[src/rtl/tme_pkg.sv]
package tme_pkg;
  // Per-entry step of the age-out sweep
  typedef enum logic [2:0] {
    SW_IDLE,
    SW_READ,
    SW_EVAL,
    SW_WRITE,
    SW_NEXT
  } sweep_st_e;
endpackage

[src/rtl/tme_rst_sync.sv]
module tme_rst_sync (
  input  logic clk,
  input  logic rst_n,
  output logic rst_n_sync
);
  logic [1:0] sync_q;

  always_ff @(posedge clk or negedge rst_n) begin
    if (!rst_n) sync_q <= 2'b00;
    else        sync_q <= {sync_q[0], 1'b1};
  end

  assign rst_n_sync = sync_q[1];
endmodule

[src/rtl/tme_wipe.sv]
module tme_wipe #(
  parameter  int DEPTH      = 16,
  parameter  int CLR_CYCLES = 64,
  localparam int IDXW       = $clog2(DEPTH),
  localparam int CNTW       = $clog2(CLR_CYCLES)
) (
  input  logic            clk,
  input  logic            rst_n,
  input  logic            start,
  output logic            active,
  output logic            wr_en,
  output logic [IDXW-1:0] wr_idx,
  output logic            done
);
  logic [CNTW-1:0] cnt_q, cnt_d;
  logic            act_q, act_d;
  logic            cnt_en, last;

  assign last = (cnt_q == CNTW'(CLR_CYCLES - 1));

  always_comb begin
    act_d  = act_q;
    cnt_d  = cnt_q;
    cnt_en = start | act_q;
    if (start) begin
      act_d = 1'b1;
      cnt_d = '0;
    end else if (act_q) begin
      cnt_d = cnt_q + 1'b1;
      if (last) act_d = 1'b0;
    end
  end

  always_ff @(posedge clk or negedge rst_n) begin
    if (!rst_n) begin
      act_q <= 1'b0;
      cnt_q <= '0;
    end else begin
      act_q <= act_d;
      if (cnt_en) cnt_q <= cnt_d;
    end
  end

  assign active = act_q;
  assign wr_en  = act_q && (int'(cnt_q) < DEPTH);
  assign wr_idx = cnt_q[IDXW-1:0];
  assign done   = act_q && last;
endmodule

[src/rtl/tme_sweep.sv]
module tme_sweep
  import tme_pkg::*;
#(
  parameter  int DEPTH   = 16,
  parameter  int ENTRY_W = 16,
  localparam int IDXW    = $clog2(DEPTH)
) (
  input  logic               clk,
  input  logic               rst_n,
  input  logic               start,
  input  logic               abort,
  input  logic               hold,
  input  logic               wr_hit,
  input  logic [ENTRY_W-1:0] cur_entry,
  output logic               active,
  output logic [IDXW-1:0]    idx,
  output logic               wr_en,
  output logic [ENTRY_W-1:0] wr_data,
  output logic               done
);
  localparam int              AGE_POS  = ENTRY_W - 1;
  localparam int              TCH_POS  = ENTRY_W - 2;
  localparam logic [IDXW-1:0] LAST_IDX = IDXW'(DEPTH - 1);

  sweep_st_e          st_q, st_d;
  logic [IDXW-1:0]    idx_q, idx_d;
  logic [ENTRY_W-1:0] ent_q, new_q, new_d;
  logic               need_q, need_d;
  logic               ent_en, new_en, last;

  assign last = (idx_q == LAST_IDX);

  always_comb begin
    st_d   = st_q;
    idx_d  = idx_q;
    ent_en = 1'b0;
    new_en = 1'b0;
    need_d = ent_q[AGE_POS];
    new_d  = ent_q;
    if (ent_q[TCH_POS]) new_d[TCH_POS] = 1'b0;
    else                new_d = '0;

    if (abort) begin
      st_d = SW_IDLE;
    end else if (st_q == SW_IDLE) begin
      if (start) begin
        st_d  = SW_READ;
        idx_d = '0;
      end
    end else if (wr_hit && (st_q == SW_EVAL || st_q == SW_WRITE)) begin
      // entry changed under the sweep: fetch it again
      st_d = SW_READ;
    end else if (!hold) begin
      case (st_q)
        SW_READ:  begin ent_en = 1'b1; st_d = SW_EVAL;  end
        SW_EVAL:  begin new_en = 1'b1; st_d = SW_WRITE; end
        SW_WRITE: st_d = SW_NEXT;
        SW_NEXT: begin
          if (last) st_d = SW_IDLE;
          else begin
            idx_d = idx_q + 1'b1;
            st_d  = SW_READ;
          end
        end
        default:  st_d = SW_IDLE;
      endcase
    end
  end

  always_ff @(posedge clk or negedge rst_n) begin
    if (!rst_n) begin
      st_q   <= SW_IDLE;
      idx_q  <= '0;
      ent_q  <= '0;
      new_q  <= '0;
      need_q <= 1'b0;
    end else begin
      st_q  <= st_d;
      idx_q <= idx_d;
      if (ent_en) ent_q <= cur_entry;
      if (new_en) begin
        new_q  <= new_d;
        need_q <= need_d;
      end
    end
  end

  assign active  = (st_q != SW_IDLE);
  assign idx     = idx_q;
  assign wr_data = new_q;
  assign wr_en   = (st_q == SW_WRITE) && !hold && !abort && need_q;
  assign done    = (st_q == SW_NEXT) && !hold && !abort && last;
endmodule

[src/rtl/tme_store.sv]
module tme_store #(
  parameter  int DEPTH   = 16,
  parameter  int ENTRY_W = 16,
  localparam int IDXW    = $clog2(DEPTH)
) (
  input  logic               clk,
  input  logic               rst_n,
  input  logic               we,
  input  logic [IDXW-1:0]    widx,
  input  logic [ENTRY_W-1:0] wdata,
  input  logic [IDXW-1:0]    ra_idx,
  output logic [ENTRY_W-1:0] ra_data,
  input  logic [IDXW-1:0]    rb_idx,
  output logic [ENTRY_W-1:0] rb_data
);
  logic [ENTRY_W-1:0] mem_q [DEPTH];

  always_ff @(posedge clk or negedge rst_n) begin
    if (!rst_n) begin
      for (int i = 0; i < DEPTH; i++) mem_q[i] <= '0;
    end else begin
      for (int i = 0; i < DEPTH; i++)
        if (we && (widx == IDXW'(i))) mem_q[i] <= wdata;
    end
  end

  assign ra_data = mem_q[ra_idx];
  assign rb_data = mem_q[rb_idx];
endmodule

[src/rtl/tbl_maint_engine.sv]
module tbl_maint_engine #(
  parameter  int DEPTH      = 16,
  parameter  int ENTRY_W    = 16,
  parameter  int CLR_CYCLES = 64,
  localparam int IDXW       = $clog2(DEPTH)
) (
  input  logic               clk,
  input  logic               rst_n,
  input  logic               ctl_wr_en,
  input  logic [1:0]         ctl_wr_data,
  output logic [1:0]         ctl_rd_data,
  output logic               ctl_ready,
  output logic               busy,
  input  logic               lk_req,
  input  logic               lk_we,
  input  logic [IDXW-1:0]    lk_idx,
  input  logic [ENTRY_W-1:0] lk_wdata,
  output logic [ENTRY_W-1:0] lk_rdata
);
  logic               srst_n;
  logic               wipe_active, wipe_we, wipe_done, wipe_start;
  logic [IDXW-1:0]    wipe_idx;
  logic               sw_active, sw_we, sw_done, sw_start;
  logic [IDXW-1:0]    sw_idx;
  logic [ENTRY_W-1:0] sw_wdata, sw_entry;
  logic               acc_wr, lk_we_eff, wr_hit;
  logic               age_q, age_d, age_en;
  logic               t_we;
  logic [IDXW-1:0]    t_idx;
  logic [ENTRY_W-1:0] t_data;

  tme_rst_sync u_rst (.clk(clk), .rst_n(rst_n), .rst_n_sync(srst_n));

  assign acc_wr     = ctl_wr_en & ~wipe_active;
  assign wipe_start = acc_wr & ctl_wr_data[1];
  assign sw_start   = acc_wr & ctl_wr_data[0] & ~ctl_wr_data[1];
  assign lk_we_eff  = lk_req & lk_we & ~wipe_active;
  assign wr_hit     = lk_we_eff & (lk_idx == sw_idx);

  tme_wipe #(.DEPTH(DEPTH), .CLR_CYCLES(CLR_CYCLES)) u_wipe (
    .clk(clk), .rst_n(srst_n), .start(wipe_start), .active(wipe_active),
    .wr_en(wipe_we), .wr_idx(wipe_idx), .done(wipe_done)
  );

  tme_sweep #(.DEPTH(DEPTH), .ENTRY_W(ENTRY_W)) u_sweep (
    .clk(clk), .rst_n(srst_n), .start(sw_start), .abort(wipe_start),
    .hold(lk_req), .wr_hit(wr_hit), .cur_entry(sw_entry), .active(sw_active),
    .idx(sw_idx), .wr_en(sw_we), .wr_data(sw_wdata), .done(sw_done)
  );

  // Single write port: wipe, then lookup, then sweep
  always_comb begin
    t_we   = 1'b0;
    t_idx  = sw_idx;
    t_data = sw_wdata;
    if (wipe_we) begin
      t_we   = 1'b1;
      t_idx  = wipe_idx;
      t_data = '0;
    end else if (lk_we_eff) begin
      t_we   = 1'b1;
      t_idx  = lk_idx;
      t_data = lk_wdata;
    end else if (sw_we) begin
      t_we = 1'b1;
    end
  end

  tme_store #(.DEPTH(DEPTH), .ENTRY_W(ENTRY_W)) u_store (
    .clk(clk), .rst_n(srst_n), .we(t_we), .widx(t_idx), .wdata(t_data),
    .ra_idx(lk_idx), .ra_data(lk_rdata), .rb_idx(sw_idx), .rb_data(sw_entry)
  );

  // Sweep trigger bit: set on an accepted start, cleared by sweep or wipe end
  always_comb begin
    age_d  = age_q;
    age_en = wipe_done | sw_start | sw_done;
    if (wipe_done)                   age_d = 1'b0;
    else if (sw_start && !sw_active) age_d = 1'b1;
    else if (sw_done)                age_d = 1'b0;
  end

  always_ff @(posedge clk or negedge srst_n) begin
    if (!srst_n)     age_q <= 1'b0;
    else if (age_en) age_q <= age_d;
  end

  assign ctl_ready   = ~wipe_active;
  assign ctl_rd_data = {wipe_active, age_q};
  assign busy        = wipe_active | sw_active;
endmodule

[config.mk]
export PLATFORM = sky130hd
export DESIGN_NAME = tbl_maint_engine
export DESIGN_NICKNAME = d
export VERILOG_FILES = /design/src/rtl/tme_pkg.sv /design/src/rtl/tme_rst_sync.sv /design/src/rtl/tme_wipe.sv /design/src/rtl/tme_sweep.sv /design/src/rtl/tme_store.sv /design/src/rtl/tbl_maint_engine.sv
export SDC_FILE = /design/constraint.sdc
export NUM_CORES = 1
export LEC_CHECK = 0
export ABC_AREA = 1
export CORE_ASPECT_RATIO = 0.5
export CORE_MARGIN = 2
export CORE_UTILIZATION = 49
export DETAILED_ROUTE_END_ITERATION = 12
export GPL_TIMING_DRIVEN = 0
export PLACE_DENSITY_LB_ADDON = 0.25
export SYNTH_ARGS = -nofsm -noshare
export SYNTH_HDL_FRONTEND = slang
export SYNTH_HIERARCHICAL = 1
export SYNTH_SLANG_ARGS = --single-unit
[constraint.sdc]
create_clock -name clk -period 10.3 [get_ports clk]
set_input_delay 1.545 -clock clk [delete_from_list [all_inputs] [get_ports clk]]
set_output_delay 1.545 -clock clk [all_outputs]
set_load 0.1 [all_outputs]
==> impl_metrics.tcl <==
set metrics [dict create \
    start_util_pct 49.4 \
    routed_wl_um 84800 \
    maxCapViolCount 0 \
    grt_pass1_wl_um 119000 \
    pwr_density_cell_nw_per_um2 300 \
    rsz0062_at_grt "no" \
    report.final.slew_viol_count 0 \
    syn_area_um2 17600 \
    fin_area_um2 19800 \
    critPathLaunchType "input pin" \
    htreeDepth 1 \
    synth_edf_count 0 \
    cts_setup_buffers 0 \
    cts_tree "done" \
    numCtsBuffers 27 \
    clkTransAtPathRegs_ps 70 \
    synth_seq_cells 305 \
    cp_slowest_cell "clkdlybuf4s50_1" \
    drive_gt1_share_pct 5.55 \
    wl_per_cell_um 26.5 \
    post-dp-hpwl_um 65200 \
    critPathMaxFanout 10 \
    r2r_slack_ps 6450 \
    drc 0 \
    grt_max_degree 66 \
    io_pins 47 \
    hold_path.class "reg -> async" \
    syn_nets 2649 \
    rows 49 \
    drt-initial-drc-count 3314 \
    clk_latency_ps 570 \
    vias 18900 \
    power_uw 5920 \
    ff2ff_path_depth 13 \
    p_leak_uw 0.00980 \
    r2r_start "u_wipe/active$_DFF_PN0_" \
    required_ps 8760 \
    gp_congestion 1.17 \
    placed_area_um2 18800 \
    avgSynthCellArea_um2 6.73 \
    dieArea_um2 37600 \
    clock.fmax_ghz 0.149 \
    period_minus_slack_ps 6730 \
    vias_per_cell 5.89 \
    async_flop_share_pct 100 \
    ys.flop_type "dfrtp_1" \
    ys_types 33 \
    firstDrtPassIters 9 \
    synthCells 2620 \
    grt_usage_pct 44.7 \
    portBuffers 46 \
    clockBufferDepth 3 \
    antenna_found_initial 2 \
    worst_pin_slew_ps 1260 \
    ir_drop_uv 171 \
    cp-end-kind "primary output" \
    finalHoldViolations 0 \
    seq_area_frac_synth_pct 43.3 \
    coreArea_um2 35700 \
    slew-limit-headroom_pct 15.9 \
    r2r-end "u_store/mem_q[222]$_DFFE_PN0P_" \
    crit_top_cell "nand3_1" \
    finalClockSkew_ps 19.3 \
    fin_tns_setup_ps 0 \
    drtAntennaViolNets 0 \
    ys_warn_count 6 \
    post-place-ws_ps 3750 \
    antenna_cells 0 \
    critPathArrivalTime_ps 5180 \
    fillers 3560 \
    fp.dieH_um 138 \
    clock-sinks 305 \
    slowest_delay_ps 1170 \
    status "completed" \
    grt_overflow 0 \
    critPathKind "in -> out" \
    grt_pass1_vias 16400 \
    area.growth.synth_to_final_pct 12.1 \
    postCtsHoldBufs 0 \
    final_nets 2729 \
    die_x_um 272 \
    cts-resized-gates 0 \
    period_share_pct 65.3 \
    cts_root_buffer "clkbuf_16" \
    setup_violations 0 \
    final_util_pct 55.4 \
    worstPathCellList "clkdlybuf4s50_1 -> buf_2 -> buf_1 -> nand3_1 -> nand3_1 -> nand3_1 -> nand2_1 -> clkdlybuf4s50_1" \
    setup_slack_ps 3570 \
]
## flip-flops by register name, summed over array words and instances, names as in the netlist
name	count
age_q	1
u_rst/sync_q	2
u_store/mem_q	256
u_sweep/ent_q	16
u_sweep/idx	4
u_sweep/need_q	1
u_sweep/st_q	3
u_sweep/wr_data	15
u_wipe/active	1
u_wipe/cnt_q	6
## routing by layer
metal / share of wire, % / vias to the layer above / GRT usage [%]
met5: 0.15 / - / 2.51
met4: 2.3 / 2 / 7.92
met3: 19 / 109 / 25.8
met2: 34 / 1380 / 51.4
met1: 44 / 8994 / 69.6
li1: - / 8384 / -
## final cells by class
class | instances | area (um2) | share of cell area, %
Clock inverter | 11 | 149 | 0.754
Buffer | 185 | 832 | 4.21
Clock buffer | 37 | 783 | 3.97
Timing Repair Buffer | 51 | 591 | 2.99
Multi-Input combinational cell | 1797 | 7910 | 40.0
Sequential cell | 305 | 7640 | 38.7
Tap cell | 484 | 606 | 3.07
Inverter | 333 | 1250 | 6.34
## Yosys cell counts, types with 3 or more instances
library cell | count | share of area [%]
inv_2 | 4 | 0.085
nor2_1 | 55 | 1.2
a21oi_1 | 5 | 0.14
o21ai_1 | 32 | 0.91
clkbuf_1 | 83 | 1.8
nand3_1 | 487 | 14
inv_1 | 327 | 7.0
nor3_2 | 3 | 0.17
nor2_2 | 3 | 0.11
nand2_2 | 3 | 0.11
nand2_1 | 920 | 20
buf_2 | 56 | 1.6
buf_4 | 12 | 0.51
nor3_1 | 5 | 0.14
nand3_2 | 4 | 0.23
clkbuf_2 | 6 | 0.17
buf_1 | 26 | 0.55
o21ai_0 | 261 | 7.4
nand4_1 | 4 | 0.14
dfrtp_1 | 305 | 43
## worst max-delay path: cells and delay by family
kind          cells  cell delay (ps)
simple gates      4              680
buf+inv           4             2940
## logic make-up after synthesis
kind of cell | Yosys count | synth area share [%]
and+or+nand+nor | 1493 | 36.1
buffers and inverters | 518 | 11.8
DFF | 305 | 43.3
AOI/OAI and AO/OA | 299 | 8.51
adders and majority gates | 2 | 0.142
other | 2 | 0.0426
xor gates and xnor gates | 1 | 0.0497
## report_power, final
| part | total [uW] | switching, uW | internal, uW |
|---|---|---|---|
| combinational | 3060 | 2340 | 716 |
| clock | 1080 | 471 | 610 |
| sequential | 1780 | 225 | 1560 |
| total | 5920 | 3040 | 2880 |
## how the worst max path moves through the flow
| stage | startpoint | to | depth (start not counted) |
|---|---|---|---|
| 3_5_place_dp | lk_idx[1] | lk_rdata[6] | 8 |
| 4_1_cts | lk_idx[1] | lk_rdata[6] | 8 |
| 6_report | lk_idx[1] | lk_rdata[5] | 8 |
| 5_1_grt | lk_idx[1] | lk_rdata[6] | 8 |
| 2_1_floorplan | u_rst/sync_q[1]$_DFF_PN0_ | age_q$_DFFE_PN0P_ | 0 |
| 3_3_place_gp | u_rst/sync_q[1]$_DFF_PN0_ | u_sweep/wr_data[6]$_DFFE_PN0P_ | 0 |
## stage by stage
| stage | hold WS, ps | std cells |
|---|---|---|
| detailed placement | 248 | 3155 |
| finish | 244 | 3203 |
| CTS | 258 | 3203 |
| floorplan | 331 | 2620 |
| global placement | 334 | 3150 |
| global route | 270 | 3203 |
## placed cells by master (no fill, tap or decap), types with 4 or more instances in the layout
cell / instances
clkbuf_16: 27
nor3_1: 5
buf_4: 12
nand4_1: 4
buf_2: 56
buf_16: 4
a21oi_1: 5
nand3_2: 4
inv_1: 327
o21ai_0: 261
nand2_1: 920
buf_1: 26
inv_2: 4
clkdlybuf4s50_1: 46
dfrtp_1: 304
nor2_1: 55
clkbuf_2: 6
clkbuf_1: 86
o21ai_1: 32
clkbuf_8: 7
nand3_1: 487
No activity file was read; power rests on OpenSTA's default activity.
